[config.mk]
export PLATFORM = sky130hd
export DESIGN_NAME = i2c_cmd_seq
export DESIGN_NICKNAME = d
export VERILOG_FILES = /design/src/rtl/i2cs_pkg.sv /design/src/rtl/i2cs_flags.sv /design/src/rtl/i2cs_decode.sv /design/src/rtl/i2c_cmd_seq.sv
export SDC_FILE = /design/constraint.sdc
export NUM_CORES = 1
export LEC_CHECK = 0
export BUFFER_PORTS_ARGS = -buffer_cell sky130_fd_sc_hd__buf_4
export CAP_MARGIN = 20
export CORE_AREA = 2 2 101 103
export CTS_BUF_LIST = sky130_fd_sc_hd__clkbuf_4 sky130_fd_sc_hd__clkbuf_8
export DETAILED_ROUTE_END_ITERATION = 12
export DIE_AREA = 0 0 103 105
export PLACE_DENSITY = 0.63
export SLEW_MARGIN = 20
export SYNTH_ARGS = -nofsm -noshare
export SYNTH_HDL_FRONTEND = slang
export SYNTH_SLANG_ARGS = --single-unit
[constraint.sdc]
create_clock -name clk -period 4.1 [get_ports clk]
set_input_delay 1.23 -clock clk [delete_from_list [all_inputs] [get_ports clk]]
set_output_delay 1.23 -clock clk [all_outputs]
set_load 0.01 [all_outputs]
[src/rtl/i2cs_pkg.sv]
package i2cs_pkg;
  localparam int CMD_W   = 16;
  localparam int BYTE_W  = 8;
  localparam int ST_W    = 4;
  localparam int FLAG_N  = 5;
  localparam int ST_LSB  = 19;

  localparam int C_START = 0;
  localparam int C_TX    = 1;
  localparam int C_RX    = 3;
  localparam int C_LAST  = 4;
  localparam int C_STOP  = 5;

  localparam int F_TXACK = 0;
  localparam int F_TXNAK = 1;
  localparam int F_RXD   = 2;
  localparam int F_STOP  = 3;
  localparam int F_ABN   = 4;

  localparam logic [ST_W-1:0] ST_IDLE = 4'h0;
  localparam logic [ST_W-1:0] ST_ACT  = 4'h8;
  localparam logic [ST_W-1:0] ST_STA  = 4'h9;
  localparam logic [ST_W-1:0] ST_RSTA = 4'hA;
  localparam logic [ST_W-1:0] ST_STP  = 4'hB;
  localparam logic [ST_W-1:0] ST_TXD  = 4'hC;
  localparam logic [ST_W-1:0] ST_RXD  = 4'hE;

  typedef enum logic [2:0] {
    OP_NONE, OP_HOLD, OP_START, OP_TX, OP_RX, OP_STOP
  } op_e;

  // Fixed priority among pending command bits.
  function automatic op_e pick_op(input logic [CMD_W-1:0] c, input logic rx_done);
    if (c[C_START])               return OP_START;
    if (c[C_TX])                  return OP_TX;
    if (c[C_RX] || c[C_LAST])     return rx_done ? OP_HOLD : OP_RX;
    if (c[C_STOP])                return OP_STOP;
    return OP_NONE;
  endfunction

  function automatic logic [1:0] op_code(input op_e op);
    case (op)
      OP_START: return 2'd0;
      OP_TX:    return 2'd1;
      OP_RX:    return 2'd2;
      default:  return 2'd3;
    endcase
  endfunction

  function automatic logic [ST_W-1:0] launch_state(input op_e op, input logic [ST_W-1:0] cur);
    case (op)
      OP_START: return cur[3] ? ST_RSTA : ST_STA;
      OP_TX:    return ST_TXD;
      OP_RX:    return ST_RXD;
      default:  return ST_STP;
    endcase
  endfunction
endpackage

[src/rtl/i2cs_flags.sv]
module i2cs_flags #(
  parameter int N = 5
) (
  input  logic         clk,
  input  logic         rst_n,
  input  logic [N-1:0] set_i,
  input  logic [N-1:0] clr_i,
  output logic [N-1:0] flags_o
);
  for (genvar i = 0; i < N; i++) begin : g_flag
    always_ff @(posedge clk or negedge rst_n) begin
      if (!rst_n)        flags_o[i] <= 1'b0;
      else if (set_i[i]) flags_o[i] <= 1'b1;
      else if (clr_i[i]) flags_o[i] <= 1'b0;
    end
  end
endmodule

[src/rtl/i2cs_decode.sv]
module i2cs_decode
  import i2cs_pkg::*;
(
  input  logic [CMD_W-1:0] cmd_i,
  input  logic             rx_done_i,
  input  logic [ST_W-1:0]  state_i,
  input  logic             idle_i,
  output op_e              op_o,
  output logic             launch_o,
  output logic             abn_stop_o
);
  always_comb begin
    op_o       = pick_op(cmd_i, rx_done_i);
    launch_o   = 1'b0;
    abn_stop_o = 1'b0;
    if (idle_i) begin
      case (op_o)
        OP_START, OP_TX, OP_RX: launch_o = 1'b1;
        OP_STOP: begin
          launch_o   = state_i[3];
          abn_stop_o = !state_i[3];
        end
        default: ;
      endcase
    end
  end
endmodule

[src/rtl/i2c_cmd_seq.sv]
module i2c_cmd_seq
  import i2cs_pkg::*;
(
  input  logic        clk,
  input  logic        rst_n,
  input  logic        wr_en,
  input  logic [1:0]  wr_sel,
  input  logic [31:0] wr_data,
  output logic [31:0] cmd_status,
  output logic [15:0] data_buf,
  output logic [4:0]  flags,
  output logic        busy,
  output logic        eng_req,
  output logic [1:0]  eng_op,
  output logic [7:0]  eng_wbyte,
  output logic        eng_nak_last,
  input  logic        eng_done,
  input  logic        eng_ack,
  input  logic [7:0]  eng_rbyte
);
  localparam logic [1:0] SEL_FUN = 2'd0;
  localparam logic [1:0] SEL_CMD = 2'd1;
  localparam logic [1:0] SEL_DAT = 2'd2;
  localparam logic [1:0] SEL_FLG = 2'd3;

  logic [1:0]        en_q;
  logic [CMD_W-1:0]  cmd_q, cmd_d, clr_bits;
  logic [CMD_W-1:0]  park_val;
  logic              park_vld;
  logic [ST_W-1:0]   state_q;
  logic [2*BYTE_W-1:0] buf_q;
  op_e               op_sel, op_q;
  logic              launch, abn_stop, fin, fin_ok, cmd_wr;
  logic [FLAG_N-1:0] f_set, f_clr;

  assign cmd_wr = wr_en && (wr_sel == SEL_CMD) && (|en_q);
  assign fin    = eng_req && eng_done;
  assign fin_ok = fin && eng_ack;

  i2cs_decode u_dec (
    .cmd_i(cmd_q), .rx_done_i(flags[F_RXD]), .state_i(state_q),
    .idle_i(!eng_req), .op_o(op_sel), .launch_o(launch), .abn_stop_o(abn_stop)
  );

  i2cs_flags #(.N(FLAG_N)) u_flg (
    .clk(clk), .rst_n(rst_n), .set_i(f_set), .clr_i(f_clr), .flags_o(flags)
  );

  always_comb begin
    clr_bits = '0;
    f_set    = '0;
    f_clr    = (wr_en && wr_sel == SEL_FLG) ? wr_data[FLAG_N-1:0] : '0;
    if (abn_stop) begin
      clr_bits[C_STOP] = 1'b1;
      f_set[F_ABN]     = 1'b1;
    end
    if (fin) begin
      case (op_q)
        OP_START, OP_TX: begin
          clr_bits[C_TX] = 1'b1;
          if (op_q == OP_START) clr_bits[C_START] = 1'b1;
          if (eng_ack) f_set[F_TXACK] = 1'b1;
          else begin
            f_set[F_TXNAK] = 1'b1;
            clr_bits = clr_bits | (CMD_W'(1) << C_RX) | (CMD_W'(1) << C_LAST)
                     | (CMD_W'(1) << C_STOP) | (CMD_W'(1) << C_START);
          end
        end
        OP_RX: begin
          clr_bits[C_RX]   = 1'b1;
          clr_bits[C_LAST] = 1'b1;
          f_set[F_RXD]     = 1'b1;
        end
        default: begin
          clr_bits[C_STOP] = 1'b1;
          f_set[F_STOP]    = 1'b1;
        end
      endcase
    end
    if (cmd_wr && (!eng_req || eng_done)) cmd_d = wr_data[CMD_W-1:0];
    else if (fin && park_vld)             cmd_d = park_val;
    else                                  cmd_d = cmd_q & ~clr_bits;
  end

  always_ff @(posedge clk or negedge rst_n) begin
    if (!rst_n) begin
      en_q <= '0; cmd_q <= '0; park_val <= '0; park_vld <= 1'b0;
      state_q <= ST_IDLE; buf_q <= '0; op_q <= OP_NONE;
      eng_req <= 1'b0; eng_op <= '0; eng_wbyte <= '0; eng_nak_last <= 1'b0;
    end else begin
      cmd_q <= cmd_d;
      if (wr_en && wr_sel == SEL_FUN) en_q <= wr_data[1:0];
      if (cmd_wr && eng_req && !eng_done) begin
        park_vld <= 1'b1;
        park_val <= wr_data[CMD_W-1:0];
      end else if (fin) begin
        park_vld <= 1'b0;
      end
      if (fin && op_q == OP_RX) buf_q[2*BYTE_W-1:BYTE_W] <= eng_rbyte;
      if (wr_en && wr_sel == SEL_DAT) buf_q <= {{BYTE_W{1'b0}}, wr_data[BYTE_W-1:0]};
      if (launch) begin
        eng_req      <= 1'b1;
        op_q         <= op_sel;
        eng_op       <= op_code(op_sel);
        eng_wbyte    <= buf_q[BYTE_W-1:0];
        eng_nak_last <= cmd_q[C_LAST];
        state_q      <= launch_state(op_sel, state_q);
      end else if (abn_stop) begin
        state_q <= ST_IDLE;
      end else if (fin) begin
        eng_req <= 1'b0;
        case (op_q)
          OP_START, OP_TX: state_q <= fin_ok ? ST_ACT : ST_IDLE;
          OP_RX:           state_q <= ST_ACT;
          default:         state_q <= ST_IDLE;
        endcase
      end
    end
  end

  assign busy       = eng_req;
  assign data_buf   = buf_q;
  assign cmd_status = {{(32-ST_LSB-ST_W){1'b0}}, state_q, {(ST_LSB-CMD_W){1'b0}}, cmd_q};
endmodule

Word level (Yosys, flattened, before mapping)

Index checks and enable logic that the tools add are counted.

Equality and inequality tests: 11
Reduce and logical (&&, ||, !) cells: 32
Muxes and demuxes: 64
Bitwise logic cells: 2

Operators by type and width:

| operator                                             | number |
|---|---|
| 2-to-1 mux 16 bit                                    | 4 |
| 2-to-1 mux 1 bit                                     | 33 |
| 2-to-1 mux 3 bit                                     | 10 |
| 2-to-1 mux 4 bit                                     | 5 |
| bitwise AND 16 bit                                   | 1 |
| inverter 16 bit                                      | 1 |
| nonzero test 2 bit                                   | 8 |
| equality test 3 x 2 -> 1 bit (second input constant) | 4 |
| logical AND 1 bit                                    | 12 |
| 2-to-1 mux 10 bit                                    | 1 |
| equality test 3 bit (second input constant)          | 3 |
| one-hot mux 3 bit (3 select lines)                   | 1 |
| 2-to-1 mux 8 bit                                     | 1 |
| one-hot mux 4 bit (2 select lines)                   | 1 |
| 2-to-1 mux 6 bit                                     | 1 |
| one-hot mux 2 bit (3 select lines)                   | 1 |
| OR reduction 3 bit                                   | 2 |
| 2-to-1 mux 5 bit                                     | 1 |
| equality test 2 bit (second input constant)          | 2 |
| 2-to-1 mux 2 bit                                     | 2 |
| one-hot mux 1 bit (2 select lines)                   | 2 |
| one-hot mux 2 bit (2 select lines)                   | 1 |
| OR reduction 2 bit                                   | 2 |
| logical NOT 1 bit                                    | 3 |
| 6 further kinds                                      | 7 |

Bits in registers: 75
Input bits: 47

Logic depth before layout (Yosys ltp)

Word-level depth: 22
Gate-level depth with buffers: 6

Modules after synthesis

From an unflattened synthesis, not the netlist that was laid out.

Cells, all modules: 297
Area total of the unflattened synthesis: 3397.0 um^2

Modules (own cells, without submodules):

| module      | area each (um^2) | cells each | sequential area each (um^2) | times used |
|---|---|---|---|---|
| i2c_cmd_seq | 3125.5           | 269        | 1751.7                      | 1 |
| i2cs_flags  | 181.4            | 15         | 125.1                       | 1 |
| i2cs_decode | 90.1             | 13         | 0.0                         | 1 |

Worst setup path after synthesis

OpenSTA, ideal clock, no wires.

Path kind: input -> register
Start point: in wr_sel[1]
End point: reg park_val[0]
Arrival time: 2.363 ns
Path slack: 1.612 ns
Library setup time: 0.125 ns
Stages on the path: 4
Cells stage by stage: buf_2 > nor4_4 > buf_6 > mux2_2

Cells in the longest elaborated chain, start to end: 5

Ends and longest elaborated chain:

| item                            | line              | source |
|---|---|---|
| start: declaration              | i2c_cmd_seq.sv:7  | `input logic [1:0] wr_sel,` |
| equality test 2 x 1 -> 1 bit    | i2c_cmd_seq.sv:36 | `assign cmd_wr = wr_en && (wr_sel == SEL_CMD) && (\|en_q);` |
| logical AND 1 bit (2 in series) | i2c_cmd_seq.sv:36 |  |
| logical AND 1 bit (2 in series) | i2c_cmd_seq.sv:93 | `if (cmd_wr && eng_req && !eng_done) begin` |
| end signal: assignment          | i2c_cmd_seq.sv:95 | `park_val <= wr_data[CMD_W-1:0];` |
| end: declaration                | i2c_cmd_seq.sv:28 | `logic [CMD_W-1:0] park_val;` |

No other way between the ends.
A chain may end at the register's enable or synchronous reset.

Final worst setup path

Start point: reg eng_req, in the netlist busy
End point: out eng_req

RTL lines:

| item                     | line               | source |
|---|---|---|
| start: declaration       | i2c_cmd_seq.sv:13  | `output logic eng_req,` |
| start signal: assignment | i2c_cmd_seq.sv:89  | `eng_req <= 1'b0; eng_op <= '0; eng_wbyte <= '0; eng_nak_last <= 1'b0;` |
| start signal: assignment | i2c_cmd_seq.sv:102 | `eng_req <= 1'b1;` |
| start signal: assignment | i2c_cmd_seq.sv:111 | `eng_req <= 1'b0;` |

No word-level cell between the ends.

==> impl_metrics.toml <==
[worst_setup_path]
required_ns = 2.87
slowest_delay_ns = 0.68
crit_buf_inv = 1
slowest_stage = "dfrtp_1"
reg2regPathDepth = 3
reg2reg_slack_ns = 2.00
cp_cell_sequence = "buf_4"
cp.arrival_ns = 1.24
r2r_end = "eng_wbyte[7]"
criticalPathCategory = "reg -> out"
worstSetupStartpointType = "flop"
crit_fanout = 15
end_kind = "output port"
timing.rr.start = "cmd_q[4]"
critical-path-top-delay-family = "flip-flops"
critPathLaunch = "busy"

[die]
row_count = 36
die_y_um = 105
die-area_sq_mm = 0.0108
io_pins = 113
design.core.area_sq_mm = 0.00964
start_util = 0.346
die_w_um = 103

[sta]
tightest_slew_ns = 0.947
rsz0062_at_grt = "no"
hold_viol = 0
holdWs_ns = 0.490
maxSlewHeadroom = 0.369
worst_clock_skew_ns = 0.00676
slew_viol_final = 0
period_share = 0.602
max_freq_ghz = 0.405
worst_slack_ns = 1.63
min_period_ns = 2.47
finalSetupViolations = 0
fin_tns_setup_ns = 0

[yosys]
muxShareOfSynthArea = 0.147
yosys.area_share.simple = 0.153
async_flop_share = 1.00
yosys_warnings = 0
ys_seq_area_frac = 0.562
syn-cell-area_sq_mm = 0.00334
avgSynthCellArea_sq_um = 11.2
ys_seq_elements = 75
synth-xor-area-share = 0
synth_top_family_by_area = "simple AND/OR/NAND/NOR gates"
synthAdderAreaFrac = 0
synth_compound_area_frac = 0.0701
synth_cell_types = 43
synth_ff_type = "dfrtp_1"
synth_edf_count = 0
syn_inst = 299

[clock_network]
cts_hold_buf = 0
tritoncts = "built"
cts_buffers = 9
clock-sinks = 75
cts_resized = 0
clk_path_buf_depth = 2
htree_num_levels = 3
path_clk_slew_ns = 0.08
postCtsSetupBuffers = 0
ctsRootBufferMaster = "clkbuf_8"
clk_latency_ns = 0.34

[cells_and_area]
n_fill_cell = 963
fin_area_sq_mm = 0.00422
final_nets = 427
syn2layout_area_growth_pct = 26.4
diodes = 0
fin_util = 0.438
drive_gt1_frac = 0.348
seq_area_sq_mm = 0.00188
fin_cells = 518
multi_input_area_sq_mm = 0.00128

[global_route]
grt_max_degree = 76
grt_remaining_overflow = 0
grt_pass1_wl_um = 12000
grt_pass1_vias = 2440
antenna_found_initial = 0
grt_use_total = 0.143

[power]
ir_drop_mv = 0.261
p_int_mw = 1.92
switching_share = 0.332
p_sw_uw = 952
powerDensity_mw_per_mm2 = 680
pwr-share-comb = 0.353
leakage_nw = 2.19
seq_power_share = 0.431
power_frac_clock = 0.216
power_mw = 2.87

[placed_design]
place_ws_ns = 1.31
io_buffers = 84
postPlaceCellArea_sq_mm = 0.00400
place_congestion = 0.779
hpwl_um = 5380
numPlacedInstances = 502

[min_path]
hold_path_depth = 2
worstHoldStart = "state_q[2]"
min_to = "state_q[2]"
hold_class = "reg -> reg"

[route]
drt-wirelength-per-cell_um = 14.4
ant_nets = 0
first_iter_violations = 59
drc = 0
detail_route.first_pass.iterations = 4
drt_wl_total_um = 7460
vias = 2431
via_per_inst = 4.69

[job]
maxCapViolCount = 0

[run_status]
status = "completed"
[state kept, by name, summed over array words and instances (netlist names)]
signal / flops
eng_nak_last: 1
en_q: 2
state_q: 4
eng_wbyte: 8
eng_op: 2
data_buf: 16
park_vld: 1
busy: 1
op_q: 3
park_val: 16
u_flg.flags_o: 5
cmd_q: 16
[Yosys cell counts, types with 2 or more instances]
cell,number,area share
a31oi_1,2,0.0037
nor3b_1,4,0.0090
nand4_1,2,0.0037
o221ai_1,2,0.0052
o31a_1,2,0.0052
buf_6,2,0.0067
buf_4,14,0.031
mux2i_1,18,0.054
nand3_1,4,0.0060
a22o_1,2,0.0052
buf_2,6,0.0090
nand2_1,65,0.073
clkbuf_1,4,0.0045
and3_1,2,0.0037
dfrtp_1,75,0.56
a21oi_1,6,0.0090
o21ai_0,13,0.019
mux2_2,25,0.084
nor2_1,18,0.020
mux2_4,2,0.0090
inv_1,9,0.010
[power by group through the flow]
| stage | combinational, mW | sequential, mW | clock (mW) |
|---|---|---|---|
| 2_1_floorplan | 0.576 | 1.28 | 0 |
| 3_3_place_gp | 1.01 | 1.24 | 0 |
| 3_5_place_dp | 1.03 | 1.25 | 0 |
| 4_1_cts | 1.04 | 1.24 | 0.644 |
| 5_1_grt | 1.13 | 1.28 | 0.669 |
| 6_report | 1.01 | 1.24 | 0.621 |
[how the worst max path moves through the flow]
stage | endpoint | slack [ns] | depth (start not counted)
2_1_floorplan | park_val[0] | 1.61 | 4
3_3_place_gp | park_val[11] | 1.34 | 5
3_5_place_dp | park_val[9] | 1.31 | 5
4_1_cts | busy | 1.60 | 1
5_1_grt | busy | 1.54 | 1
6_report | eng_req | 1.63 | 1
[kinds of logic (layout without fill, tap and decap cells)]
family                 count (synthesis)  in the layout
multiplexers                          45             45
other                                  1             12
flip-flops                            75             75
AO/OA/AOI/OAI                         36             36
buffers and inverters                 36            111
AND/OR/NAND/NOR                      106            106
[per-layer routing]
layer  track usage  vias to the layer above  share of wire
met2         0.231                       73           0.49
met5             0                        -              0
met1         0.182                     1191           0.43
met3        0.0415                       11          0.065
li1              -                     1156              -
met4        0.0479                        0          0.015
[layout make-up]
type,count,share of cell area
tap,133,0.0394
sequential,75,0.445
clock buffer,9,0.0294
timing repair buffer,86,0.153
clock inverter,7,0.0219
inverter,9,0.00800
multi-input combinational,199,0.304
[layout by cell type (no fill, tap or decap), types with 2 or more instances in the layout]
cell	synthesis	routed
buf_4	14	86
dfrtp_1	75	75
nand2_1	65	65
mux2_2	25	25
nor2_1	18	18
mux2i_1	18	18
o21ai_0	13	13
conb_1	1	12
inv_1	9	9
clkbuf_8	0	9
a21oi_1	6	6
nor3b_1	4	4
nand3_1	4	4
clkinv_2	0	3
and3_1	2	2
nand4_1	2	2
o221ai_1	2	2
a31oi_1	2	2
o31a_1	2	2
a22o_1	2	2
mux2_4	2	2
bufinv_16	0	2
clkinv_4	0	2
Note: power is estimated with default switching activity, not from simulation.
